## config.mk

```make
export PLATFORM = sky130hd
export DESIGN_NAME = wiper_spi_ctrl
export DESIGN_NICKNAME = d
export VERILOG_FILES = /design/src/rtl/wiper_pkg.sv /design/src/rtl/spi_sync.sv /design/src/rtl/wiper_step.sv /design/src/rtl/wiper_spi_ctrl.sv
export SDC_FILE = /design/constraint.sdc
export NUM_CORES = 1
export LEC_CHECK = 0
export BUFFER_PORTS_ARGS = -buffer_cell sky130_fd_sc_hd__buf_2
export CAP_MARGIN = 20
export CORE_UTILIZATION = 50
export DETAILED_ROUTE_END_ITERATION = 16
export PLACE_DENSITY_LB_ADDON = 0.3
export SYNTH_ARGS = -nofsm -noshare
export SYNTH_HDL_FRONTEND = slang
export SYNTH_SLANG_ARGS = --single-unit
```

## constraint.sdc

```tcl
create_clock -name clk -period 10.1 [get_ports clk]
set_clock_uncertainty 0.15 [all_clocks]
set_input_delay 1.01 -clock clk [delete_from_list [all_inputs] [get_ports clk]]
set_output_delay 1.01 -clock clk [all_outputs]
set_load 0.005 [all_outputs]
```

## src/rtl/wiper_pkg.sv

```systemverilog
package wiper_pkg;

    localparam int WIPER_W    = 9;
    localparam int NUM_WIPERS = 2;
    localparam int SEL_W      = (NUM_WIPERS > 1) ? $clog2(NUM_WIPERS) : 1;

    typedef enum logic [1:0] {
        OP_WRITE = 2'b00,
        OP_INC   = 2'b01,
        OP_DEC   = 2'b10,
        OP_READ  = 2'b11
    } op_e;

endpackage

```

## src/rtl/spi_sync.sv

```systemverilog
module spi_sync #(
    parameter int              WIDTH   = 1,
    parameter int              STAGES  = 2,
    parameter logic [WIDTH-1:0] RST_VAL = '0
) (
    input  logic             clk,
    input  logic             rst_n,
    input  logic [WIDTH-1:0] din,
    output logic [WIDTH-1:0] dout
);

    logic [STAGES-1:0][WIDTH-1:0] pipe_d, pipe_q;

    always_comb begin
        pipe_d[0] = din;
        for (int s = 1; s < STAGES; s++) begin
            pipe_d[s] = pipe_q[s-1];
        end
    end

    always_ff @(posedge clk or negedge rst_n) begin
        if (!rst_n) begin
            pipe_q <= {STAGES{RST_VAL}};
        end else begin
            pipe_q <= pipe_d;
        end
    end

    assign dout = pipe_q[STAGES-1];

endmodule

```

## src/rtl/wiper_step.sv

```systemverilog
module wiper_step
    import wiper_pkg::*;
#(
    parameter int RES_BITS = 8
) (
    input  logic [WIPER_W-1:0] cur,
    input  logic               do_inc,
    input  logic               do_dec,
    output logic [WIPER_W-1:0] nxt
);

    localparam logic [WIPER_W-1:0] FULL = WIPER_W'(1 << RES_BITS);

    // Values above full scale are frozen for both directions.
    always_comb begin
        nxt = cur;
        if (do_inc && (cur < FULL)) begin
            nxt = cur + WIPER_W'(1);
        end else if (do_dec && (cur != '0) && (cur <= FULL)) begin
            nxt = cur - WIPER_W'(1);
        end
    end

endmodule

```

## src/rtl/wiper_spi_ctrl.sv

```systemverilog
module wiper_spi_ctrl
    import wiper_pkg::*;
#(
    parameter int RES_BITS    = 8,
    parameter int SYNC_STAGES = 2
) (
    input  logic               clk,
    input  logic               rst_n,
    input  logic               spi_sck,
    input  logic               spi_cs_n,
    input  logic               spi_sdi,
    output logic               spi_sdo,
    output logic [WIPER_W-1:0] wiper0,
    output logic [WIPER_W-1:0] wiper1
);

    localparam logic [WIPER_W-1:0] FULL     = WIPER_W'(1 << RES_BITS);
    localparam logic [WIPER_W-1:0] MID      = FULL >> 1;
    localparam int                 CNT_W    = 4;
    localparam logic [CNT_W-1:0]   POS_DEC  = CNT_W'(5);
    localparam logic [CNT_W-1:0]   POS_ERR  = CNT_W'(6);
    localparam logic [CNT_W-1:0]   POS_LAST = CNT_W'(7);
    localparam logic [CNT_W-1:0]   POS_END  = CNT_W'(15);

    typedef struct packed {
        logic [CNT_W-1:0]                      bit_cnt;
        logic [6:0]                            shreg;
        logic [SEL_W-1:0]                      sel;
        op_e                                   op;
        logic                                  d8;
        logic                                  err_n;
        logic                                  sdo;
        logic                                  sck_prev;
        logic [NUM_WIPERS-1:0][WIPER_W-1:0]    wiper;
    } state_t;

    state_t q, d;

    // Pin synchronizer: {sck, cs_n, sdi}, cs_n resets inactive.
    logic [2:0] pins_async, pins_sync;
    assign pins_async = {spi_sck, spi_cs_n, spi_sdi};

    spi_sync #(
        .WIDTH  (3),
        .STAGES (SYNC_STAGES),
        .RST_VAL(3'b010)
    ) u_sync (
        .clk  (clk),
        .rst_n(rst_n),
        .din  (pins_async),
        .dout (pins_sync)
    );

    logic sck_s, cs_act, sdi_s, sck_rise, sck_fall;
    assign sck_s    = pins_sync[2];
    assign cs_act   = ~pins_sync[1];
    assign sdi_s    = pins_sync[0];
    assign sck_rise = sck_s & ~q.sck_prev;
    assign sck_fall = ~sck_s & q.sck_prev;

    // Command decode and execution strobes.
    logic [7:0]         shifted;
    logic [3:0]         cmd_addr;
    op_e                cmd_op;
    logic               addr_ok;
    logic               take_bit;
    logic               exec_inc, exec_dec, exec_wr;
    logic [WIPER_W-1:0] wdata;
    logic [WIPER_W-1:0] rd_word;
    logic [CNT_W-1:0]   rd_idx;
    logic               sdo_next;
    logic               err_n_q;

    always_comb begin
        shifted  = {q.shreg, sdi_s};
        cmd_addr = shifted[5:2];
        cmd_op   = op_e'(shifted[1:0]);
        addr_ok  = (cmd_addr < 4'(NUM_WIPERS));
        take_bit = cs_act && sck_rise && q.err_n;
        exec_inc = take_bit && (q.bit_cnt == POS_LAST) && (q.op == OP_INC);
        exec_dec = take_bit && (q.bit_cnt == POS_LAST) && (q.op == OP_DEC);
        exec_wr  = take_bit && (q.bit_cnt == POS_END) && (q.op == OP_WRITE);
        wdata    = {q.d8, shifted};
        rd_word  = q.wiper[q.sel];
        rd_idx   = POS_END - q.bit_cnt;
        err_n_q  = q.err_n;
    end

    // Bit to present on the next falling edge, for the position now pending.
    always_comb begin
        if (!q.err_n) begin
            sdo_next = 1'b0;
        end else if ((q.op == OP_READ) && (q.bit_cnt == POS_LAST)) begin
            sdo_next = rd_word[WIPER_W-1];
        end else if ((q.op == OP_READ) && (q.bit_cnt > POS_LAST)) begin
            sdo_next = rd_word[rd_idx];
        end else begin
            sdo_next = 1'b1;
        end
    end

    logic [NUM_WIPERS-1:0][WIPER_W-1:0] step_nxt;

    for (genvar i = 0; i < NUM_WIPERS; i++) begin : g_step
        wiper_step #(
            .RES_BITS(RES_BITS)
        ) u_step (
            .cur   (q.wiper[i]),
            .do_inc(exec_inc && (q.sel == SEL_W'(i))),
            .do_dec(exec_dec && (q.sel == SEL_W'(i))),
            .nxt   (step_nxt[i])
        );
    end

    always_comb begin
        d          = q;
        d.sck_prev = sck_s;
        if (!cs_act) begin
            d.bit_cnt = '0;
            d.err_n   = 1'b1;
            d.sdo     = 1'b1;
        end else begin
            if (sck_rise) begin
                d.shreg   = shifted[6:0];
                d.bit_cnt = q.bit_cnt + CNT_W'(1);
                if ((q.bit_cnt == POS_DEC) && q.err_n) begin
                    d.sel = cmd_addr[SEL_W-1:0];
                    d.op  = cmd_op;
                    if (!addr_ok) begin
                        d.err_n = 1'b0;
                    end
                end
                if (q.bit_cnt == POS_LAST) begin
                    d.d8 = sdi_s;
                    if (!q.err_n || (q.op == OP_INC) || (q.op == OP_DEC)) begin
                        d.bit_cnt = '0;
                    end
                end
            end
            if (sck_fall) begin
                d.sdo = sdo_next;
            end
        end
        for (int i = 0; i < NUM_WIPERS; i++) begin
            d.wiper[i] = step_nxt[i];
            if (exec_wr && (q.sel == SEL_W'(i))) begin
                d.wiper[i] = wdata;
            end
        end
    end

    always_ff @(posedge clk or negedge rst_n) begin
        if (!rst_n) begin
            q.bit_cnt  <= '0;
            q.shreg    <= '0;
            q.sel      <= '0;
            q.op       <= OP_WRITE;
            q.d8       <= 1'b0;
            q.err_n    <= 1'b1;
            q.sdo      <= 1'b1;
            q.sck_prev <= 1'b0;
            q.wiper    <= {NUM_WIPERS{MID}};
        end else begin
            q <= d;
        end
    end

    assign spi_sdo = q.sdo;
    assign wiper0  = q.wiper[0];
    assign wiper1  = q.wiper[1];

    // POS_ERR documents where the error bit first appears on SDO.
    localparam int ERR_POS_CHECK = int'(POS_ERR);

endmodule

```

Word-level counts from Yosys, hierarchy flattened
Index checks and enable logic that the tools add are counted.
W data, S select, Z words.
- bits in registers: 42
- output and inout bits: 19
- add/subtract/negate cells: 6
- $lt $le $gt $ge: 8
- eq/ne operators: 7
- muxes and demuxes: 23
- bitwise logic cells: 6
- reduce and logical (&&, ||, !) cells: 37
- operators with widths (cell ; count):
    $mux W9 ; 8
    $logic_and A1 B1 Y1 ; 22
    $add A9 B1 Y9 const B ; 2
    $le A9 B9 Y1 const B ; 2
    $lt A9 B9 Y1 const B ; 2
    $reduce_bool A9 Y1 ; 2
    $sub A9 B1 Y9 const B ; 2
    $mux W16 ; 1
    $mux W4 ; 3
    $reduce_and A3 Y1 ; 3
    $eq A4 B3 Y1 const B ; 2
    $mux W1 ; 8
    $reduce_bool A2 Y1 ; 3
    $reduce_bool A3 Y1 ; 2
    $lt A4 B5 Y1 const B ; 1
    $add A4 B1 Y4 const B ; 1
    $bmux W1 S4 ; 1
    $eq A2 B2 Y1 const B ; 2
    $eq A4 B4 Y1 const B ; 1
    $gt A4 B3 Y1 const B ; 1
    $lt A4 B2 Y1 const B ; 1
    $not A1 Y1 ; 4
    $sub A4 B4 Y4 const A ; 1
    $mux W3 ; 1
    other kinds (9) ; 11

Logic depth before layout (Yosys ltp)
Gate-level depths: netlist (run 1).
- depth after elaboration: 12
- depth in mapped cells: 10
- gate-level depth less buffers: 10

Modules after synthesis
Synthesis (run 1) repeated with hierarchy kept, for this count alone.
- cell total of the unflattened synthesis: 245
- area, all modules: 2713.9 µm²
- by module, submodules not included (module ; times used ; cells each ; area each (µm²) ; seq. area each (µm²)):
    wiper_spi_ctrl ; 1 ; 139 ; 1813.0 ; 905.9
    wiper_step ; 2 ; 50 ; 374.1 ; 0.0
    spi_sync ; 1 ; 6 ; 152.6 ; 152.6

Worst setup path after synthesis (run 1)
No wires, ideal clock.
- path kind: reg2reg
- start point: reg q[32] (netlist bit)
- end point: reg q (netlist bit wiper1[8])
- setup time: 94 ps
- arrival time: 3006 ps
- required time: 9856 ps
- setup slack: 6850 ps
- cell stages (with the launch flop): 11
- buffers on the path: 0
- period minus slack after synthesis: 3250 ps
- cells stage by stage: dfrtp_1 ha_1 nand3b_1 nor4_1 nand3_1 ha_1 nand3_1 o211a_1 a21oi_1 mux2_2 a211oi_1
- longest elaborated chain between the ends: 7
- elaborated cells on any way between the ends: 16
- classes of those cells: 2 x eq/ne; 2 x mux; 12 x reduce/logical
- ends and longest elaborated chain (element ; RTL line ; RTL):
    start, declared ; wiper_spi_ctrl.sv:37 ; state_t q, d;
    $eq A4 B3 Y1 ; wiper_spi_ctrl.sv:80, wiper_spi_ctrl.sv:81 ;
    $logic_and A1 B1 Y1 ; wiper_spi_ctrl.sv:80, wiper_spi_ctrl.sv:81 ;
    $logic_and A1 B1 Y1, on equally long branches ; wiper_spi_ctrl.sv:80, wiper_spi_ctrl.sv:81 ;
    $logic_and A1 B1 Y1, on equally long branches ; wiper_spi_ctrl.sv:109, wiper_spi_ctrl.sv:110 ;
    $logic_and A1 B1 Y1, on equally long branches ; wiper_step.sv:17, wiper_step.sv:19 ;
    $mux W9 or $logic_and A1 B1 Y1 (tied branches) ; wiper_step.sv:17, wiper_step.sv:19 ;
    $mux W9 or $reduce_bool A3 Y1 (tied branches) ; -- ;
Parallel ways exist; a longest one is shown, timed or not.
A chain may end at the register's enable or synchronous reset.

Worst setup path after layout (run 1)
Same ends and word-level chain as after synthesis.

==> results of run 1 <==
stage by stage:
stage | cell area, um^2 | hold slack (ps) | std cells
5_1_grt | 3090 | 209 | 387
2_1_floorplan | 2950 | 181 | 310
3_3_place_gp | 2990 | 185 | 379
4_1_cts | 3090 | 203 | 387
3_5_place_dp | 2990 | 185 | 379
6_report | 3090 | 201 | 387
kinds of logic (layout without fill, tap and decap cells):
family,Yosys count,in the layout,share of synthesized area (%)
multiplexers,23,23,10.2
AO/OA/AOI/OAI,62,62,13.8
adder cells (fa/ha/maj),18,18,8.15
XOR/XNOR,12,12,3.56
flip-flops,42,42,35.9
AND/OR/NAND/NOR,111,111,20.3
buffers and inverters,42,47,8.15
layout by cell type, fill, tap and decap left out, drive strengths merged, types with 5 or more instances in the layout:
cell     count
nand2       36
a31oi        9
or4          6
xnor2        9
nand2b       6
o2111ai      6
inv         14
mux2        16
nand3       12
dfstp        6
o21ai       15
nor3        17
clkbuf       7
dfrtp       36
ha          16
a21oi       13
buf         25
nor4         5
nor2         9
routing by layer:
layer | track usage, % | part of all wire, % | routed length (um)
met5 | 0 | 0 | 0
met4 | 7.04 | 0.79 | 52
met3 | 4.14 | 4.7 | 305
met2 | 37.1 | 47 | 3070
met1 | 32.7 | 48 | 3130
report_power, final:
| part | internal, W | leakage (nW) | switching, W |
|---|---|---|---|
| Clock | 0.0000740 | 0.0524 | 0.0000566 |
| Sequential | 0.000182 | 0.542 | 0.0000167 |
| Combinational | 0.0000123 | 0.795 | 0.00000999 |
| Total | 0.000268 | 1.39 | 0.0000833 |
flip-flops by register name, summed over array words and instances, names as in the netlist:
| signal | count |
|---|---|
| cmd_op | 1 |
| wiper0 | 9 |
| q | 11 |
| cmd_addr | 4 |
| wiper1 | 9 |
| err_n_q | 1 |
| u_sync.pipe_d | 3 |
| u_sync.dout | 3 |
| spi_sdo | 1 |
worst max-delay path: stages (launching register included):
cell      delay [ps]
dfrtp_1          530
ha_1             270
nand3b_1         180
nor4_1           560
nand3_1          460
ha_1             550
nand3_1          120
o211a_1          220
a21oi_1          200
mux2_2           360
a211oi_1         210
final cells by class:
class / instances / area (um^2)
fillers: 537 / 2510
multi-input cells: 226 / 1660
flip-flops and latches: 42 / 1060
repair buffers: 25 / 130
well taps: 72 / 90.1
clock buffers: 7 / 76.3
inverters: 14 / 52.6
clock inverters: 1 / 30.0
how the worst min path moves through the flow:
stage / start / endpoint / slack (ps) / cells past startpoint
2_1_floorplan: u_sync.pipe_d[3] / u_sync.dout[0] / 180 / 0
3_3_place_gp: u_sync.pipe_d[3] / u_sync.dout[0] / 180 / 0
3_5_place_dp: u_sync.pipe_d[3] / u_sync.dout[0] / 180 / 0
4_1_cts: u_sync.pipe_d[3] / u_sync.dout[0] / 200 / 0
5_1_grt: u_sync.pipe_d[5] / u_sync.dout[2] / 210 / 0
6_report: u_sync.pipe_d[3] / u_sync.dout[0] / 200 / 0
==> impl_metrics.csv, run 1 <==
group,metric,value,unit
run_status,status,"completed",
yosys,synthTopCellsByCount,"dfrtp_1, nand2_1, buf_4, nor3_1, ha_1",
timing,fin_crit,3900,ps
timing,max_slew_margin,37.8,%
drt,wl_per_cell,16.9,um
cts,ctsHoldBuffers,0,
global_route,grt_pass1_vias,2255,
yosys,synth_edf_count,0,
yosys,synth_ff_type,"dfrtp_1",
timing,rsz0062_at_grt,"false",
timing,final-max-slew-violation-count,0,
placed_design,io_buffers,23,
final_layout,area_growth,4.92,%
timing,fmax,257,MHz
global_route,grt_max_degree,43,
cts,htreeDepth,2,
hold_path,hold_class,"flop to flop",
setup_path,critPathArrivalTime,3940,ps
cts,tritoncts,"yes",
yosys,yosysSeqAreaShare,35.9,%
yosys,synth_area_leaders,"dfrtp_1, ha_1, dfstp_2",
yosys,synth_top_area_share,30.5,%
setup_path,endpoint,"wiper1[8]",
cts,cts.clk_slew.worst_paths,80,ps
cts,cts_setup_buffers,0,
drt,drtIter0Drc,156,
drt,totalWireLength,6550,um
floorplan,io_pins,24,
floorplan,rows,27,
yosys,netlist_instances,310,
power,p_per_area,114,nW/um^2
floorplan,core,5610,um^2
drt,drc,0,
cts,root_buffer,"clkbuf_8",
drt,via_per_inst,6.02,
yosys,synthArstFlopShare,100,%
flow_run,cap_violations,0,
timing,setup_tns,0,ps
timing,worstMarginPinSlew,933,ps
cts,cts_buffer_depth,2,
final_layout,layout.nets,337,
setup_path,reg2regPathDepth,10,
timing,finalCritPeriodShare,38.6,%
drt,final_antenna_net_count,0,
yosys,synth.distinct_cells,51,
timing,hold_viol_final,0,
setup_path,start_kind,"flop",
setup_path,worstPathRequired,10140,ps
setup_path,cp-end-kind,"flop",
placed_design,post-place-ws,6290,ps
setup_path,r2r_setup_slack,6200,ps
setup_path,r2r_end,"wiper1[8]",
yosys,avgSynthCellArea,9.51,um^2
power,power,0.000352,W
global_route,grt_usage,23.4,%
cts,cts_buffers,5,
placed_design,dp_hpwl,4830,um
power,ir_drop,0.000104,V
placed_design,gp_congestion,0.860,
yosys,synth_area_leader_cell,"dfrtp_1",
cts,clk_latency,290,ps
global_route,antenna_found_initial,0,
power,p_leak,1.39,nW
floorplan,die_h,78.8,um
global_route,grt_pass1_wl,11300,um
timing,fin_ws,6200,ps
floorplan,start_util,52.6,%
yosys,ys_warn_count,0,
yosys,synth_area,2950,um^2
floorplan,die_area,6210,um^2
yosys,synth_seq_cells,42,
setup_path,critical_path.max_fanout,9,
final_layout,drive_gt1_share,18.4,%
setup_path,critPathLaunch,"q[32]",
final_layout,diodes,0,
setup_path,critical_path_class,"flop to flop",
cts,postCtsResizedCells,0,
final_layout,utilization,55.2,%
setup_path,r2r_start,"q[32]",
yosys,syn_nets,333,
cts,clock_sinks,42,
floorplan,die_x,78.8,um
global_route,grt_overflow_total,0,
drt,dr.pass1.iters,4,
drt,vias,2330,
timing,setup_viol,0,
(Power assumes the default switching activity.)
==> inputs of run 2 (changes only) <==
==> constraint.sdc (replaced) <==
create_clock -name clk -period 3.9 [get_ports clk]
set_clock_uncertainty 0.15 [all_clocks]
set_input_delay 0.39 -clock clk [delete_from_list [all_inputs] [get_ports clk]]
set_output_delay 0.39 -clock clk [all_outputs]
set_load 0.005 [all_outputs]
==> impl_metrics.csv, run 2 (synthesis gave the netlist of run 1 again) <==
group,metric,value,unit
run_status,status,"completed",
timing,hold_viol_final,0,
hold_path,min_from,"spi_cs_n",
cts,postCtsResizedCells,0,
power,ir_drop,0.000344,V
timing,fmax,278,MHz
hold_path,worstHoldPathCells,1,
floorplan,die_x,78.8,um
timing,fin_crit,3600,ps
timing,final-max-slew-violation-count,0,
placed_design,dp_hpwl,4910,um
timing,fin_ws,305,ps
floorplan,core,5610,um^2
setup_path,cp-end-kind,"flop",
setup_path,start_kind,"flop",
floorplan,die_h,78.8,um
timing,rsz0062_at_grt,"false",
cts,cts_buffers,5,
timing,worstMarginPinSlew,936,ps
cts,cts_buffer_depth,2,
floorplan,die_area,6210,um^2
cts,ctsHoldBuffers,0,
final_layout,area_growth,5.52,%
floorplan,io_pins,24,
flow_run,cap_violations,0,
drt,dr.pass1.iters,4,
power,p_leak,1.40,nW
cts,root_buffer,"clkbuf_8",
power,sequentialPowerShare,59.4,%
final_layout,fill_cells,547,
setup_path,reg2regPathDepth,11,
placed_design,io_buffers,23,
power,p_switching,0.000221,W
cts,clk_latency,290,ps
final_layout,final_cell_mix,"nand2_1, dfrtp_1, buf_2",
setup_path,critical_path_class,"flop to flop",
power,switching_share,25.5,%
hold_path,hold_class,"input port to flop",
timing,setup_tns,0,ps
floorplan,start_util,52.6,%
placed_design,gp_congestion,0.856,
setup_path,critPathArrivalTime,3630,ps
drt,drtIter0Drc,196,
setup_path,worstPathRequired,3930,ps
drt,via_per_inst,6.12,
global_route,grt_max_degree,43,
global_route,grt_overflow_total,0,
power,p_int,0.000646,W
cts,htreeDepth,2,
drt,wl_per_cell,16.9,um
cts,cts_setup_buffers,0,
cts,cts.clk_slew.worst_paths,80,ps
setup_path,critPathLaunch,"q[32]",
global_route,antenna_found_initial,0,
drt,final_antenna_net_count,0,
setup_path,critical_path.max_fanout,9,
final_layout,utilization,55.5,%
global_route,grt_pass1_vias,2259,
drt,totalWireLength,6590,um
final_layout,diodes,0,
final_layout,top_register,"q",
global_route,grt_pass1_wl,11300,um
setup_path,r2r_start,"q[32]",
cts,clock_sinks,42,
final_layout,layout.nets,340,
final_layout,largest_reg_flops,11,
drt,drc,0,
floorplan,rows,27,
power,combPwrFrac,6.7,%
power,p_per_area,279,nW/um^2
placed_design,post-place-ws,302,ps
cts,tritoncts,"yes",
final_layout,drive_gt1_share,20.1,%
power,power_frac_clock,34.0,%
global_route,grt_usage,23.7,%
drt,vias,2385,
timing,setup_viol,0,
timing,max_slew_margin,37.6,%
timing,finalCritPeriodShare,92.2,%
## run 2: per-stage QoR
step | power, W | instance area (um^2) | instances | hold WS (ps)
after floorplan | 0.000547 | 2950 | 310 | -55.6
after global placement | 0.000580 | 3010 | 382 | 182
after detailed placement | 0.000581 | 3010 | 382 | 195
after CTS | 0.000878 | 3110 | 390 | 25.6
after global routing | 0.000911 | 3110 | 390 | 10.2
final | 0.000867 | 3110 | 390 | 35.6
## run 2: area by class of cell
type                    count  area [um^2]  share of cell area [%]
inverters                  14         52.6                    1.69
well taps                  72         90.1                    2.90
repair buffers             28          153                    4.91
clock inverters             2         12.5                   0.402
flip-flops and latches     42         1060                    34.0
multi-input cells         226         1660                    53.4
clock buffers               6         82.6                    2.65
## run 2: worst paths after layout
| path | endpoint | slack [ps] |
|---|---|---|
| setup reg to reg | wiper0[6] | 300 |
| max in group asynchronous | wiper1[5] | 2940 |
| min in group asynchronous | wiper0[8] | 70 |
| setup / recovery | wiper0[6] | 300 |
| hold reg to reg | u_sync.dout[2] | 210 |
| hold / removal | u_sync.pipe_d[4] | 40 |
## run 2: worst max-delay path, stage by stage (launching register included)
cell and delay [ps]:
dfrtp_1 540, ha_1 280, nand3b_1 210, nor4_2 320, buf_4 200, nand3_1 290, fa_1 510, a21oi_1 250
o2111ai_1 200, xnor2_1 170, o21ai_0 80, mux2_1 280
## run 2: metal layers
metal | track usage, % | wire, um | share of wire (%)
met1 | 32.5 | 2960 | 45
met3 | 4.94 | 382 | 5.8
met5 | 0 | 0 | 0
met4 | 8.89 | 136 | 2.1
met2 | 36.6 | 3120 | 47
## run 2: power groups by stage
stage	Clock, W	Combinational (W)	Sequential, W
detailed placement	0	0.0000582	0.000523
global placement	0	0.0000582	0.000521
floorplan	0	0.0000400	0.000507
finish	0.000295	0.0000577	0.000515
CTS	0.000304	0.0000585	0.000515
global route	0.000325	0.0000641	0.000522
